===== src/rtl/xfer_align_unit.sv =====
module xfer_align_unit #(
  parameter int XLEN    = 64,
  parameter int CAUSE_W = 6
) (
  input  logic               clk,
  input  logic               rst_n,
  input  logic               in_valid,
  input  logic [2:0]         in_kind,
  input  logic               in_taken,
  input  logic [XLEN-1:0]    in_pc,
  input  logic [XLEN-1:0]    in_rs1,
  input  logic [XLEN-1:0]    in_imm,
  input  logic [XLEN-1:0]    in_isa_wdata,
  input  logic [XLEN-1:0]    in_mepc,
  output logic               out_valid,
  output logic [XLEN-1:0]    next_pc,
  output logic               rd_we,
  output logic               trap_valid,
  output logic [CAUSE_W-1:0] trap_cause,
  output logic [XLEN-1:0]    trap_epc,
  output logic [XLEN-1:0]    trap_tval,
  output logic               c_enable
);
  localparam logic [2:0] K_JAL  = 3'd0;
  localparam logic [2:0] K_JALR = 3'd1;
  localparam logic [2:0] K_BR   = 3'd2;
  localparam logic [2:0] K_RET  = 3'd3;
  localparam logic [2:0] K_ISA  = 3'd4;
  localparam int         C_BIT  = 2;
  localparam logic [CAUSE_W-1:0] CAUSE_MISALIGNED = '0;

  logic [XLEN-1:0] seq_pc, rel_tgt, jalr_sum, tgt;
  logic            is_jump, moves, misaligned, known, c_next;

  assign seq_pc   = in_pc + XLEN'(4);
  assign rel_tgt  = in_pc + in_imm;
  assign jalr_sum = in_rs1 + in_imm;
  assign is_jump  = (in_kind == K_JAL) || (in_kind == K_JALR);
  assign moves    = is_jump || ((in_kind == K_BR) && in_taken);
  assign known    = in_kind <= K_ISA;

  always_comb begin
    case (in_kind)
      K_JAL:   tgt = rel_tgt;
      K_JALR:  tgt = {jalr_sum[XLEN-1:1], 1'b0};
      K_BR:    tgt = in_taken ? rel_tgt : seq_pc;
      K_RET:   tgt = {in_mepc[XLEN-1:2], in_mepc[1] & c_enable, 1'b0};
      default: tgt = seq_pc;
    endcase
  end

  assign misaligned = moves && !c_enable && tgt[1];

  always_comb begin
    c_next = c_enable;
    if (in_valid && in_kind == K_ISA) begin
      if (in_isa_wdata[C_BIT])
        c_next = 1'b1;
      else if (!seq_pc[1])
        c_next = 1'b0;
    end
  end

  always_ff @(posedge clk or negedge rst_n) begin
    if (!rst_n) begin
      out_valid  <= 1'b0;
      rd_we      <= 1'b0;
      trap_valid <= 1'b0;
      c_enable   <= 1'b1;
      next_pc    <= '0;
      trap_cause <= '0;
      trap_epc   <= '0;
      trap_tval  <= '0;
    end else begin
      out_valid  <= in_valid && known;
      rd_we      <= in_valid && is_jump && !misaligned;
      trap_valid <= in_valid && misaligned;
      c_enable   <= c_next;
      if (in_valid && known)
        next_pc <= tgt;
      if (in_valid && misaligned) begin
        trap_cause <= CAUSE_MISALIGNED;
        trap_epc   <= in_pc;
        trap_tval  <= tgt;
      end
    end
  end
endmodule



===== config.mk =====
export PLATFORM = sky130hd
export DESIGN_NAME = xfer_align_unit
export DESIGN_NICKNAME = d
export VERILOG_FILES = /design/src/rtl/xfer_align_unit.sv
export SDC_FILE = /design/constraint.sdc
export NUM_CORES = 1
export LEC_CHECK = 0
export BUFFER_PORTS_ARGS = -buffer_cell sky130_fd_sc_hd__buf_2
export CAP_MARGIN = 20
export CORE_AREA = 2 2 205 207
export CTS_CLUSTER_DIAMETER = 200
export CTS_CLUSTER_SIZE = 25
export DETAILED_ROUTE_END_ITERATION = 7
export DIE_AREA = 0 0 207 209
export PLACE_DENSITY_LB_ADDON = 0.08
export SLEW_MARGIN = 20
export SYNTH_ARGS = -nofsm -noshare
export SYNTH_HDL_FRONTEND = slang
export SYNTH_SLANG_ARGS = --single-unit

===== constraint.sdc =====
create_clock -name clk -period 4.7 [get_ports clk]
set_clock_uncertainty 0.1 [all_clocks]
set_input_delay 0.94 -clock clk [delete_from_list [all_inputs] [get_ports clk]]
set_output_delay 0.94 -clock clk [all_outputs]
set_load 0.1 [all_outputs]

==> results.md <==
* Outcome: completed
* Critical path class: input port to flop
* Wirelength per Cell at 24.28 µm
* Final nets at 3,211
* Crit path from: in_imm[5]
* Mean Syn Cell Area at 7.581 µm²
* Final period utilization at 87.51%
* CP Capture Type: flop
* RSZ-0062 raised after global routing: false
* DRT iter0 DRCs at 1,702
* Clk slew on worst S/H paths at 0.09 ns
* Async SR Flop Fraction at 100.0%
* Area Overhead vs Synth at 21.24%
* Hold Startpoint: trap_tval[1]
* Clock Root Buffer: clkbuf_16
* Gr usage total at 36.12%
* GR peak layer: met2
* Pwr dens at 491.8 mW/mm²
* Die Y at 209 µm
* DRT Pass-1 Iters at 7
* Launching point of the worst reg2reg path: c_enable
* Core box area at 0.04129 mm²
* Synthesized flop and latch total at 196
* First-pass GRT wire length at 118,800 µm
* Met1 usage at 47.78%
* Post-synth cell types at 91
* Clock share of power at 14.9%
* Clock Sink Count at 196
* Commonest non-fill, non-tap cells in the layout: buf_2 (457), nand2_1 (451), a21oi_1 (197)
* Gate power share at 62.1%
* Global route total overflow at 0
* Top Ports at 529
* Yosys warnings at 0
* Post-route antenna net violation count at 0
* Startpoint Class: input port
* Mapped Cells at 2,333
* Hold WC Path Type: flop to flop
* Max-capacitance violation count at 0
* Sequential share of the synthesized area at 27.74%
* CP required at 4.99 ns
* CTS resizes at 0
* Worst vdd ir at 0.0004050 V
* Worst reg2reg setup slack at 2.23 ns
* Port Buffers at 458
* Worst skew pair latency at 0.52 ns
* TritonCTS clock tree: built
* Sequential share of power at 23.0%
* Hold Fails Final Rpt at 0
* Switching power at 6.450 mW
* Leakage power at 10.20 nW
* Design area at 0.02144 mm²
* CP Data Arrival Time at 4.40 ns
* Std-Cell Rows at 75
* Setup Fix Bufs, Post-CTS at 0
* Vias in the first global route at 19,050
* Post-synth top area share at 27.59%
* DP Area at 0.02084 mm²
* Starting Density at 42.84%
* Slew headroom at 31.92%
* Clock buffer depth at 2
* Internal power at 4.097 mW
* CP peak stage delay at 0.50 ns
* Worst-path cell chain: buf_2 > ha_1 > a21oi_1 > nand2b_1 > o211ai_1 > a31oi_1 > o21ai_1 > nand2_1 > a31oi_1 > xnor2_1 > a222oi_1 > o21ai_1
* Die area at 0.04326 mm²
* Gpl congestion at 1.036
* Commonest non-fill, non-tap cell in the layout: buf_2
* Setup TNS at 0 ns
* Filler cell count at 4,166
* Synth Cell Area at 0.01769 mm²
* Die Width at 207 µm
* Overall routed net length at 80,370 µm
* M2 GR Usage at 56.95%
* Synth area leaders: dfrtp_1 (28%), nand2_1 (9.6%), ha_1 (8.9%), a21oi_1 (5.6%), o21ai_0 (4.8%)
* Fin. max-slew vios at 0
* Vias at 19,970
* Final min period at 4.113 ns
* Pin count of the biggest net entering global routing at 174
* H-tree Lvls at 4
* Slowest CP cell: o211ai_1
* Number of hold buffers added after CTS at 0
* Sw Share at 61.15%
* Post-synth EDFFs at 0
* Top FF cell, synth: dfrtp_1
* Max Freq at 243.1 MHz
* Fraction of layout cells with a size suffix above 1 at 22.86%
* # setup viols final at 0
* Largest area contributor in the netlist: dfrtp_1
* DRC at 0
* Cts bufs inserted at 17
* Initial antenna violation count at 1
* Hpwl dp at 63,920 µm
* Met3 usage at 5.801%
* Peak fanout along the critical path at 6
* Vias per cell at 6.032
* Least-Margin Pin Slew at 1.019 ns
-- state kept, by name, indices dropped and copies added, names as in the netlist --
register and count:
out_valid 1, next_pc 64, trap_tval 64, rd_we 1, c_enable 1, trap_valid 1, trap_epc 64
-- cells by family after synthesis --
kind of cell	count (synthesis)	share of synthesized area (%)
multiplexers	20	1.217
AND/OR/NAND/NOR	889	22.76
buffers and inverters	193	4.499
flip-flops	196	27.74
AO/OA/AOI/OAI	750	26.90
XOR/XNOR	156	7.725
other	1	0.02120
adder cells (fa/ha/maj)	128	9.140
-- through the flow --
step	setup slack, ns	hold WS [ns]	total power [mW]	utilization, %	cells
after floorplan	1.141	0.5444	7.505	-	2338
after detailed placement	0.2320	0.3470	8.968	50.47	3276
final	0.5870	0.3626	10.55	51.93	3310
after global placement	0.2443	0.3445	8.926	50.47	3276
after global routing	0.4273	0.3929	10.93	51.92	3308
after CTS	0.7768	0.3692	10.54	51.92	3308
-- Yosys cell counts (6+ instances only) --
library cell  number
nand2_1          452
a21oi_1          198
dfrtp_1          195
o21ai_0          170
nor2_1           143
ha_1             126
clkbuf_1         100
xnor2_1           83
nand4_1           74
o21ai_1           73
xor2_1            73
nand3_1           67
a21o_1            48
inv_1             46
a22oi_1           34
nor3_1            34
buf_2             30
a31oi_1           24
and3_1            23
o21a_1            23
a211oi_1          21
a221oi_1          21
o21bai_1          21
or3_1             19
nand2b_1          15
o211ai_1          14
o221ai_1          14
mux2_2            12
and2_1            11
a222oi_1          10
nor2b_1           10
buf_4              9
a221o_1            8
buf_1              8
mux2i_1            8
nor4_1             7
o31ai_1            7
or4_1              6
-- power groups by stage --
stage	sequential (mW)	clock (mW)	combinational [mW]
2_1_floorplan	6.00	0	1.51
3_3_place_gp	2.44	0	6.49
6_report	2.43	1.57	6.55
3_5_place_dp	2.45	0	6.51
5_1_grt	2.48	1.64	6.81
4_1_cts	2.42	1.59	6.53
-- worst max-delay path: cells and delay by family --
kind / cells / cell delay (ns)
adders and majority gates: 1 / 0.36
xor gates and xnor gates: 1 / 0.12
and+or+nand+nor: 2 / 0.39
buffers and inverters: 1 / 0.13
AOI/OAI and AO/OA: 7 / 2.44
-- worst paths after layout --
path / end / cells past startpoint
worst max register to register: trap_tval[37] / 9
min in group asynchronous: next_pc[10] / 1
worst min-delay path: trap_tval[1] / 1
worst min register to register: trap_tval[1] / 1
worst max-delay path: trap_tval[54] / 12
max in group asynchronous: trap_epc[24] / 2
-- metal layers --
layer / up-vias / share of wire [%]
li1: 9303 / -
met1: 9583 / 42
met2: 901 / 45
met3: 180 / 7.0
met4: 0 / 5.3
met5: - / 0
-- layout make-up --
class	instances	area, µm²	area share [%]
Clock buffer	18	439.2	2.048
Timing Repair Buffer	546	3038	14.17
Antenna cell	2	5.005	0.02334
Inverter	46	172.7	0.8052
Multi-Input combinational cell	1949	12050	56.20
Clock inverter	14	157.7	0.7352
Tap cell	539	674.4	3.145
Sequential cell	196	4906	22.88
No activity file was read; power rests on OpenSTA's default activity.
